===== src/rtl/sbr_pkg.sv =====
package sbr_pkg;
  typedef enum logic [1:0] {
    ST_IDLE,
    ST_GAP,
    ST_BITS,
    ST_DONE
  } rx_state_e;

  typedef enum logic [1:0] {
    KS_IDLE,
    KS_PRE,
    KS_CAP
  } ks_phase_e;
endpackage


===== src/rtl/sbr_tick_timer.sv =====
module sbr_tick_timer #(
  parameter int TW = 9
) (
  input  logic          clk,
  input  logic          rst_n,
  input  logic          run,
  input  logic          tick,
  input  logic          load,
  input  logic [TW-1:0] load_val,
  output logic          expire
);
  logic [TW-1:0] cnt_q, cnt_d;

  // Last tick of the interval
  assign expire = run && tick && (cnt_q == TW'(1));

  always_comb begin
    cnt_d = cnt_q;
    if (load)
      cnt_d = load_val;
    else if (run && tick && (cnt_q > TW'(1)))
      cnt_d = cnt_q - TW'(1);
  end

  always_ff @(posedge clk or negedge rst_n) begin
    if (!rst_n) cnt_q <= '0;
    else        cnt_q <= cnt_d;
  end

  // a running interval never sits at zero
  a_r2_no_zero_interval: assert property (@(posedge clk) disable iff (!rst_n)
    run && !$past(load) && $past(run) |-> cnt_q != '0);
endmodule


===== src/rtl/sbr_edge_count.sv =====
module sbr_edge_count #(
  parameter int EW = 6
) (
  input  logic          clk,
  input  logic          rst_n,
  input  logic          sig_in,
  input  logic          en,
  input  logic          clr,
  output logic [EW-1:0] count
);
  localparam logic [EW-1:0] SAT = '1;

  logic s1_q, s2_q, s3_q;
  logic toggled;
  logic [EW-1:0] cnt_q, cnt_d;

  // Double-flop synchroniser plus one history stage for edge detection
  always_ff @(posedge clk or negedge rst_n) begin
    if (!rst_n) begin
      s1_q <= 1'b0;
      s2_q <= 1'b0;
      s3_q <= 1'b0;
    end else begin
      s1_q <= sig_in;
      s2_q <= s1_q;
      s3_q <= s2_q;
    end
  end

  assign toggled = s2_q ^ s3_q;

  always_comb begin
    cnt_d = cnt_q;
    if (clr)
      cnt_d = '0;
    else if (en && toggled && (cnt_q != SAT))
      cnt_d = cnt_q + EW'(1);
  end

  always_ff @(posedge clk or negedge rst_n) begin
    if (!rst_n) cnt_q <= '0;
    else        cnt_q <= cnt_d;
  end

  assign count = cnt_q;

  // a full counter stays full until cleared
  a_r8_saturates: assert property (@(posedge clk) disable iff (!rst_n)
    !clr && cnt_q == SAT |=> cnt_q == SAT);
  // the count grows by at most one per clock
  a_r8_single_step: assert property (@(posedge clk) disable iff (!rst_n)
    !clr |=> (cnt_q == $past(cnt_q)) || (cnt_q == $past(cnt_q) + EW'(1)));
endmodule


===== src/rtl/sbr_ks_mask.sv =====
module sbr_ks_mask
  import sbr_pkg::*;
#(
  parameter int MAXB = 16,
  parameter int CW   = 5
) (
  input  logic            clk,
  input  logic            rst_n,
  input  logic            go,
  input  logic [CW-1:0]   nbits,
  input  logic            decrypt,
  input  logic            ks_bit,
  output logic            ks_step,
  output logic [MAXB-1:0] mask
);
  localparam int IW = (MAXB > 1) ? $clog2(MAXB) : 1;

  ks_phase_e       ph_q, ph_d;
  logic [CW-1:0]   cnt_q, cnt_d;
  logic [MAXB-1:0] mask_q, mask_d;

  always_comb begin
    ph_d   = ph_q;
    cnt_d  = cnt_q;
    mask_d = mask_q;
    unique case (ph_q)
      KS_IDLE: begin
        if (go) begin
          ph_d   = KS_PRE;
          cnt_d  = '0;
          mask_d = '0;
        end
      end
      KS_PRE: begin
        cnt_d = cnt_q + CW'(1);
        if (cnt_q == CW'(1)) begin
          cnt_d = '0;
          ph_d  = (decrypt && nbits != '0) ? KS_CAP : KS_IDLE;
        end
      end
      KS_CAP: begin
        mask_d[cnt_q[IW-1:0]] = ks_bit;
        cnt_d = cnt_q + CW'(1);
        if (cnt_q == nbits - CW'(1)) ph_d = KS_IDLE;
      end
      default: ph_d = KS_IDLE;
    endcase
  end

  always_ff @(posedge clk or negedge rst_n) begin
    if (!rst_n) begin
      ph_q   <= KS_IDLE;
      cnt_q  <= '0;
      mask_q <= '0;
    end else begin
      ph_q   <= ph_d;
      cnt_q  <= cnt_d;
      mask_q <= mask_d;
    end
  end

  assign ks_step = (ph_q != KS_IDLE);
  assign mask    = mask_q;

  // Checker: steps issued since the last go
  logic [CW:0] steps_q;
  always_ff @(posedge clk or negedge rst_n) begin
    if (!rst_n)       steps_q <= '0;
    else if (go)      steps_q <= '0;
    else if (ks_step) steps_q <= steps_q + 1'b1;
  end

  // never more than two discarded steps plus one per bit
  a_r6_step_budget: assert property (@(posedge clk) disable iff (!rst_n)
    steps_q <= (CW+1)'(MAXB + 2));
  // capture never indexes past the requested length
  a_r6_capture_in_range: assert property (@(posedge clk) disable iff (!rst_n)
    ph_q == KS_CAP |-> cnt_q < nbits);
endmodule


===== src/rtl/subcar_bit_rx.sv =====
module subcar_bit_rx
  import sbr_pkg::*;
#(
  parameter int MAX_BITS  = 16,
  parameter int FIRST_GAP = 490,
  parameter int BIT_TICKS = 150,
  parameter int EDGE_LO   = 20,
  parameter int EDGE_HI   = 60,
  parameter int EDGE_W    = 6
) (
  input  logic                                clk,
  input  logic                                rst_n,
  input  logic                                tick_en,
  input  logic                                sliced_in,
  input  logic                                frame_start,
  input  logic [$clog2(MAX_BITS+1)-1:0]       req_bits,
  input  logic                                decrypt_en,
  input  logic                                ks_bit,
  output logic                                ks_step,
  output logic [MAX_BITS-1:0]                 rx_data,
  output logic [$clog2(MAX_BITS+1)-1:0]       rx_count,
  output logic                                rx_valid,
  output logic                                timer_clear
);
  localparam int CW   = $clog2(MAX_BITS + 1);
  localparam int IW   = (MAX_BITS > 1) ? $clog2(MAX_BITS) : 1;
  localparam int TMAX = (FIRST_GAP > BIT_TICKS) ? FIRST_GAP : BIT_TICKS;
  localparam int TW   = $clog2(TMAX + 1);

  rx_state_e           st_q, st_d;
  logic [CW-1:0]       nbits_q, nbits_d;
  logic                dec_q, dec_d;
  logic [CW-1:0]       idx_q, idx_d;
  logic [MAX_BITS-1:0] shreg_q, shreg_d;
  logic [MAX_BITS-1:0] data_q, data_d;
  logic [CW-1:0]       count_q, count_d;

  logic                t_load, t_expire;
  logic [TW-1:0]       t_val;
  logic                e_clr;
  logic [EDGE_W-1:0]   e_cnt;
  logic                win_bit;
  logic                ks_go;
  logic [MAX_BITS-1:0] ks_mask;

  assign ks_go   = (st_q == ST_IDLE) && frame_start;
  assign win_bit = (e_cnt > EDGE_W'(EDGE_LO)) && (e_cnt < EDGE_W'(EDGE_HI));

  sbr_tick_timer #(.TW(TW)) u_timer (
    .clk      (clk),
    .rst_n    (rst_n),
    .run      ((st_q == ST_GAP) || (st_q == ST_BITS)),
    .tick     (tick_en),
    .load     (t_load),
    .load_val (t_val),
    .expire   (t_expire)
  );

  sbr_edge_count #(.EW(EDGE_W)) u_edges (
    .clk    (clk),
    .rst_n  (rst_n),
    .sig_in (sliced_in),
    .en     (st_q == ST_BITS),
    .clr    (e_clr),
    .count  (e_cnt)
  );

  sbr_ks_mask #(.MAXB(MAX_BITS), .CW(CW)) u_ks (
    .clk     (clk),
    .rst_n   (rst_n),
    .go      (ks_go),
    .nbits   (nbits_q),
    .decrypt (dec_q),
    .ks_bit  (ks_bit),
    .ks_step (ks_step),
    .mask    (ks_mask)
  );

  always_comb begin
    st_d    = st_q;
    nbits_d = nbits_q;
    dec_d   = dec_q;
    idx_d   = idx_q;
    shreg_d = shreg_q;
    data_d  = data_q;
    count_d = count_q;
    t_load  = 1'b0;
    t_val   = TW'(BIT_TICKS);
    e_clr   = 1'b0;
    unique case (st_q)
      ST_IDLE: begin
        if (frame_start) begin
          st_d    = ST_GAP;
          nbits_d = (req_bits > CW'(MAX_BITS)) ? CW'(MAX_BITS) : req_bits;
          dec_d   = decrypt_en;
          idx_d   = '0;
          shreg_d = '0;
          t_load  = 1'b1;
          t_val   = TW'(FIRST_GAP);
        end
      end
      ST_GAP: begin
        if (t_expire) begin
          e_clr = 1'b1;
          if (nbits_q == '0) begin
            st_d    = ST_DONE;
            data_d  = '0;
            count_d = '0;
          end else begin
            st_d   = ST_BITS;
            t_load = 1'b1;
          end
        end
      end
      ST_BITS: begin
        if (t_expire) begin
          e_clr = 1'b1;
          shreg_d[idx_q[IW-1:0]] = win_bit;
          if (idx_q == nbits_q - CW'(1)) begin
            st_d    = ST_DONE;
            data_d  = shreg_d ^ (dec_q ? ks_mask : '0);
            count_d = nbits_q;
          end else begin
            idx_d  = idx_q + CW'(1);
            t_load = 1'b1;
          end
        end
      end
      ST_DONE: st_d = ST_IDLE;
      default: st_d = ST_IDLE;
    endcase
  end

  always_ff @(posedge clk or negedge rst_n) begin
    if (!rst_n) begin
      st_q    <= ST_IDLE;
      nbits_q <= '0;
      dec_q   <= 1'b0;
      idx_q   <= '0;
      shreg_q <= '0;
      data_q  <= '0;
      count_q <= '0;
    end else begin
      st_q    <= st_d;
      nbits_q <= nbits_d;
      dec_q   <= dec_d;
      idx_q   <= idx_d;
      shreg_q <= shreg_d;
      data_q  <= data_d;
      count_q <= count_d;
    end
  end

  assign rx_data     = data_q;
  assign rx_count    = count_q;
  assign rx_valid    = (st_q == ST_DONE);
  assign timer_clear = (st_q == ST_DONE);

  // the result strobe lasts one cycle
  a_r7_one_cycle: assert property (@(posedge clk) disable iff (!rst_n)
    rx_valid |=> !rx_valid);
  // reported length never exceeds the limit
  a_r4_count_limit: assert property (@(posedge clk) disable iff (!rst_n)
    rx_valid |-> rx_count <= CW'(MAX_BITS));
  // window index stays below the requested length
  a_r5_index_range: assert property (@(posedge clk) disable iff (!rst_n)
    st_q == ST_BITS |-> idx_q < nbits_q);
  // a new window starts with an empty edge count
  a_r2_fresh_window: assert property (@(posedge clk) disable iff (!rst_n)
    $rose(st_q == ST_BITS) |-> e_cnt == '0);
endmodule


===== config.mk =====
export PLATFORM = sky130hd
export DESIGN_NAME = subcar_bit_rx
export DESIGN_NICKNAME = d
export VERILOG_FILES = /design/src/rtl/sbr_pkg.sv /design/src/rtl/sbr_tick_timer.sv /design/src/rtl/sbr_edge_count.sv /design/src/rtl/sbr_ks_mask.sv /design/src/rtl/subcar_bit_rx.sv
export SDC_FILE = /design/constraint.sdc
export NUM_CORES = 1
export LEC_CHECK = 0
export ABC_AREA = 1
export CAP_MARGIN = 10
export CORE_MARGIN = 3
export CORE_UTILIZATION = 61
export DETAILED_ROUTE_END_ITERATION = 10
export PLACE_DENSITY = 0.79
export SLEW_MARGIN = 25
export SYNTH_ARGS = -nofsm -noshare
export SYNTH_HDL_FRONTEND = slang
export SYNTH_HIERARCHICAL = 1
export SYNTH_SLANG_ARGS = --single-unit

===== constraint.sdc =====
create_clock -name clk -period 6.9 [get_ports clk]
set_input_delay 1.035 -clock clk [delete_from_list [all_inputs] [get_ports clk]]
set_output_delay 1.035 -clock clk [all_outputs]
set_load 0.05 [all_outputs]

==> impl_metrics.yaml, run 1 <==
floorplan:
  start_util: 0.639
  dieArea_sq_mm: 0.0110
  die_h_um: 105
  core-area_sq_mm: 0.00937
  fp.dieW_um: 105
  boundaryPins: 36
  rows: 35
placement:
  place_ws_ns: 2.88
  io_buffers: 35
  gp_congestion: 0.856
  place_inst: 989
  hpwl_um: 10200
cts:
  clk_pin_slew_ns: 0.09
  ctsHoldBuffers: 0
  cts_setup_buffers: 0
  clock_latency_ns: 0.36
  cts_tree: "yes"
  clockBufferDepth: 2
  cts_root_buffer: "clkbuf_8"
  cts_buffers: 9
  cts_sinks: 91
  htreeDepth: 3
  cts_resized: 0
critical_path:
  cp-start-kind: "input pin"
  endpoint_kind: "register"
  cp.required_ns: 7.15
  cp_max_fo: 17
  crit_path_max_incr_delay_ns: 0.68
  critical_path_arrival_ns: 3.93
  path_buf_inv: 4
  crit_path_frequent_cell: "nand2_1"
  worst_path_max_delay_cell: "clkinv_1"
  crit_chain: "clkdlybuf4s50_1 -> nand2_1 -> nor2_1 -> nand2_1 -> inv_1 -> o31ai_1 -> inv_1 -> nand2_1 -> a21oi_1 -> clkinv_1 -> nand3_1 -> nand2_1 -> nand2_1 -> nand2_1"
  crit_family: "buffers and inverters"
  worstSetupPathType: "input pin to register"
synthesis:
  synth_area_per_cell_sq_um: 7.04
  synth.distinct_cells: 42
  synth_top_family_by_area: "simple AND/OR/NAND/NOR gates"
  netlist_instances: 850
  synth-async-reset-ratio: 1.00
  ys_warn_count: 6
  synth_edf_count: 0
  synthXorXnorAreaFrac: 0.0102
  synth_area_sq_mm: 0.00599
  synth_compound_area_frac: 0.0993
  synthMuxAreaShare: 0
  ys_seq_area_frac: 0.380
  yosys-top-cells-area: "dfrtp_1 38%, nand2_1 17%, nand3_1 8.7%"
  synth_fa_ha_area_frac: 0.0418
  ys_ff_latch: 91
  yosys.area_share.simple: 0.358
  synth_ff_type: "dfrtp_1"
  synth_top_area_cell: "dfrtp_1"
  synth_top_area_share: 0.380
detailed_routing:
  drc_errors: 0
  via_count: 5499
  antenna_left: 0
  drtPass1Iterations: 5
  avgRoutedWirePerCell_um: 14.1
  drt-total-wl_um: 14200
  first_iter_violations: 425
  avgViaCountPerCell: 5.47
global_route:
  grt_pass1_wl_um: 24500
  grt_usage: 0.269
  grt_max_degree: 48
  overflow: 0
  grt_pass1_vias: 5062
  antenna_found_initial: 0
timing:
  tns_ns: 0
  period_needed_ns: 3.68
  slew_headroom: 0.324
  tightest_slew_ns: 1.01
  maxSlewViolCount: 0
  rsz0062_at_grt: "no"
  hold_viol_final: 0
  fmax_mhz: 272
  fin_crit_sh: 0.533
  setup_ws_ns: 3.22
  skew_ns: 0.00989
  finalSetupViolCount: 0
cells_and_area:
  syn2layout_area_growth_pct: 9.34
  drive_gt1_frac: 0.0879
  fillCellCount: 796
  finalNonFillerCells: 1005
  diodes: 0
  fin_nets: 903
pwr:
  peakVddDrop_mv: 0.239
  p_leak_nw: 3.27
  p_per_area_mw_per_mm2: 332
flow_run:
  max_cap_viol_count: 0
outcome:
  outcome: "complete, no violations"
worst_hold_path:
  min_path_type: "register to register"
## final cells by class
| class | count | area (sq um) | share of cell area |
|---|---|---|---|
| Multi-Input combinational cell | 613 | 3060 | 0.468 |
| Sequential cell | 91 | 2280 | 0.348 |
| Inverter | 117 | 465 | 0.0711 |
| Tap cell | 129 | 161 | 0.0247 |
| Timing Repair Buffer | 39 | 378 | 0.0577 |
| Clock buffer | 9 | 124 | 0.0189 |
| Clock inverter | 7 | 75.1 | 0.0115 |
## cells in the mapped netlist (all sizes together), types with 5 or more instances
cell and n:
a21oi 27, buf 26, dfrtp 91, ha 20, inv 115, nand2 275
nand3 108, nand3b 5, nand4 12, nor2 83, o21ai 50, o22ai 12
xor2 5
## power by group
part           total (mW)  internal (mW)  switching [mW]
clock               0.369          0.169           0.199
combinational        1.08          0.342           0.738
sequential          0.724          0.607           0.117
total                2.17           1.12            1.05
## flip-flops by register name, summed over array words and instances, names as in the netlist
| register | cells |
|---|---|
| st_q | 2 |
| rx_count | 5 |
| u_edges/s2_q | 1 |
| u_ks/ph_q | 2 |
| u_timer/cnt_q | 9 |
| u_edges/count | 6 |
| idx_q | 5 |
| nbits_q | 5 |
| shreg_q | 16 |
| u_edges/s1_q | 1 |
| u_ks/cnt_q | 5 |
| dec_q | 1 |
| u_ks/mask | 16 |
| rx_data | 16 |
| u_edges/s3_q | 1 |
## kinds of logic (layout without fill, tap and decap cells)
| kind of cell | Yosys count | in the layout |
|---|---|---|
| other cells | 2 | 3 |
| compound gates | 98 | 98 |
| flops | 91 | 91 |
| xor+xnor | 7 | 7 |
| fa+ha+maj | 20 | 20 |
| buf+inv | 147 | 172 |
| simple gates | 485 | 485 |
## path summary, 6_finish.rpt
path / startpoint / cells past startpoint / end / slack (ns)
max in group asynchronous: rst_n / 2 / rx_data[12] / 5.24
worst max-delay path: tick_en / 14 / u_timer/cnt_q[8] / 3.22
worst min register to register: u_edges/s1_q / 0 / u_edges/s2_q / 0.36
worst max register to register: st_q[0] / 12 / u_timer/cnt_q[8] / 3.42
min in group asynchronous: rst_n / 1 / u_edges/s1_q / 0.67
worst min-delay path: u_edges/s1_q / 0 / u_edges/s2_q / 0.36
## cells in the final DEF, fill, tap and decap left out, types with 2 or more instances in the layout
cell	n
clkbuf_8	9
o21ai_0	45
conb_1	3
a21oi_2	13
o31ai_1	3
o21bai_1	2
o22ai_1	12
inv_1	99
nand2_1	267
inv_6	4
xor2_1	5
xnor2_1	2
nand2_2	3
nand2_4	5
nor2_4	3
o21ai_1	5
dfrtp_1	91
a21oi_4	2
ha_1	20
clkinvlp_4	3
nand3_1	104
nand4_1	11
nor2_1	72
nor2_2	7
a21oi_1	12
buf_4	5
nand3_2	3
a31oi_1	2
nand3b_1	5
clkdlybuf4s50_1	34
inv_2	13
## through the flow
step / power [mW] / hold slack (ns) / instance area, sq um / utilization
after floorplan: 1.57 / 0.331 / 5990 / -
after global placement: 1.76 / 0.350 / 6350 / 0.677
after detailed placement: 1.80 / 0.339 / 6350 / 0.677
after CTS: 2.17 / 0.361 / 6550 / 0.698
after global routing: 2.35 / 0.374 / 6550 / 0.698
final: 2.17 / 0.358 / 6550 / 0.698
## metal layers
metal / global-route usage / part of all wire / vias to the layer above
met4: 0.0590 / 0.013 / 0
met5: 0 / 0 / -
met1: 0.377 / 0.46 / 2585
met2: 0.443 / 0.47 / 155
met3: 0.0395 / 0.055 / 19
li1: - / - / 2740
No activity file was read; power rests on OpenSTA's default activity.
==> run 2, diff against run 1 <==
--- a/config.mk
+++ b/config.mk
@@ -8,9 +8,9 @@
 export ABC_AREA = 1
 export CAP_MARGIN = 10
 export CORE_MARGIN = 3
-export CORE_UTILIZATION = 61
+export CORE_UTILIZATION = 60
 export DETAILED_ROUTE_END_ITERATION = 10
-export PLACE_DENSITY = 0.79
+export PLACE_DENSITY = 0.78
 export SLEW_MARGIN = 25
 export SYNTH_ARGS = -nofsm -noshare
 export SYNTH_HDL_FRONTEND = slang
==> constraint.sdc (replaced) <==
create_clock -name clk -period 3.4 [get_ports clk]
set_input_delay 0.51 -clock clk [delete_from_list [all_inputs] [get_ports clk]]
set_output_delay 0.51 -clock clk [all_outputs]
set_load 0.05 [all_outputs]
==> impl_metrics.yaml, run 2 (same netlist as run 1, synthesis figures left out) <==
cells_and_area:
  diodes: 0
  seqCellArea_sq_mm: 0.00228
  drive_gt1_frac: 0.0910
  final_cell_mix: "267 x nand2_1, 104 x nand3_1, 99 x inv_1"
  fillCellCount: 827
  finalNonFillerCells: 1008
  mostFrequentLayoutCell: "nand2_1"
  fin_nets: 906
  syn2layout_area_growth_pct: 10.3
  multi_input_area_sq_mm: 0.00306
placement:
  io_buffers: 35
  gp_congestion: 0.881
  hpwl_um: 10200
  place_inst: 992
detailed_routing:
  first_iter_violations: 326
  drt-total-wl_um: 14500
  avgViaCountPerCell: 5.55
  avgRoutedWirePerCell_um: 14.4
  via_count: 5594
  drtPass1Iterations: 5
  drc_errors: 0
  antenna_left: 0
critical_path:
  worstSetupPathType: "register to register"
  crit_chain: "inv_1 -> ha_1 -> nand2_1 -> nor2_1 -> nand2_1 -> inv_1 -> o31ai_1 -> inv_1 -> nand2_1 -> a21oi_1 -> buf_4 -> clkinv_1 -> nand3_1 -> nand2_1 -> nand2_1 -> nand2_1"
  cp.required_ns: 3.65
  cp_max_fo: 17
  endpoint_kind: "register"
  r2r_setup_slack_ns: 0.50
  r2r_start: "st_q[0]"
  r2r_cells: 16
  crit_path_frequent_cell: "nand2_1"
  cp-start-kind: "register"
  crit_path_max_incr_delay_ns: 0.42
  critical_path_arrival_ns: 3.14
  worst_path_max_delay_cell: "dfrtp_1"
  rr_endpoint: "u_timer/cnt_q[6]"
cts:
  cts_buffers: 9
  cts_sinks: 91
  cts_resized: 0
  clk_pin_slew_ns: 0.11
  cts_tree: "yes"
  ctsHoldBuffers: 0
  clockBufferDepth: 2
  cts_setup_buffers: 0
  cts_root_buffer: "clkbuf_8"
  clock_latency_ns: 0.37
  htreeDepth: 3
floorplan:
  start_util: 0.633
  die_h_um: 106
  boundaryPins: 36
  fp.dieW_um: 106
  dieArea_sq_mm: 0.0112
  core-area_sq_mm: 0.00946
  rows: 35
timing:
  fin_hold_ws_ns: 0.164
  maxSlewViolCount: 0
  fin_crit_sh: 0.852
  tightest_slew_ns: 0.718
  period_needed_ns: 2.90
  skew_ns: 0.0157
  tns_ns: 0
  finalSetupViolCount: 0
  rsz0062_at_grt: "no"
  fmax_mhz: 345
  slew_headroom: 0.520
  hold_viol_final: 0
flow_run:
  max_cap_viol_count: 0
global_route:
  grt_max_degree: 52
  antenna_found_initial: 0
  grt_pass1_wl_um: 25200
  grt_pass1_vias: 5332
  grt_usage: 0.274
  overflow: 0
worst_hold_path:
  min_path_type: "input pin to asynchronous set/reset pin"
outcome:
  outcome: "complete, no violations"
pwr:
  p_leak_nw: 3.31
  p_per_area_mw_per_mm2: 684
  peakVddDrop_mv: 0.523
## run 2: changes by cell type in the layout (fill, tap and decap cells not counted)
cell and change:
clkinv_8 +1, buf_4 +3, clkinv_2 -1, clkinvlp_4 -2
bufinv_16 +1, clkinv_4 +1
## run 2: power by group
| group | internal [mW] | leakage, nW | switching, mW |
|---|---|---|---|
| Clock | 0.427 | 0.113 | 0.431 |
| Combinational | 0.698 | 1.96 | 1.48 |
| Sequential | 1.23 | 1.23 | 0.250 |
| Total | 2.36 | 3.31 | 2.16 |
## run 2: worst max-delay path by stage
| stage | slack, ns | cells past startpoint | start | endpoint |
|---|---|---|---|---|
| after global placement | 0.60 | 16 | tick_en | u_timer/cnt_q[4] |
| after floorplan | 1.19 | 17 | u_timer/cnt_q[1] | u_timer/cnt_q[4] |
| final | 0.50 | 16 | st_q[0] | u_timer/cnt_q[6] |
| after detailed placement | 0.47 | 15 | tick_en | u_timer/cnt_q[7] |
| after CTS | 0.54 | 19 | u_timer/cnt_q[1] | u_timer/cnt_q[4] |
| after global routing | 0.13 | 19 | u_timer/cnt_q[1] | u_timer/cnt_q[4] |
## run 2: per-stage QoR
step	utilization	setup WS [ns]	total power [mW]	area, sq um
5_1_grt	0.698	0.127	4.88	6600
3_5_place_dp	0.673	0.475	3.63	6370
3_3_place_gp	0.673	0.596	3.55	6370
4_1_cts	0.698	0.537	4.51	6600
2_1_floorplan	-	1.19	3.19	5990
6_report	0.698	0.502	4.52	6600
## run 2: final cells by class
cell class                      instances  area share
Multi-Input combinational cell        613       0.464
Sequential cell                        91       0.345
Inverter                              117      0.0705
Timing Repair Buffer                   42      0.0606
Tap cell                              129      0.0244
Clock buffer                            9      0.0188
Clock inverter                          7      0.0167
## run 2: worst max-delay path, delay by kind of cell, from the launching register on
family | cells | cell delay, ns
flip-flops | 1 | 0.42
buffers and inverters | 5 | 0.92
AO/OA/AOI/OAI | 2 | 0.24
adder cells (fa/ha/maj) | 1 | 0.34
AND/OR/NAND/NOR | 8 | 0.85
## run 2: layer usage
layer,global-route usage,share of wire,vias to the layer above
li1,-,-,2744
met1,0.381,0.45,2646
met2,0.441,0.47,178
met3,0.0435,0.065,26
met4,0.0823,0.017,0
met5,0,0,-
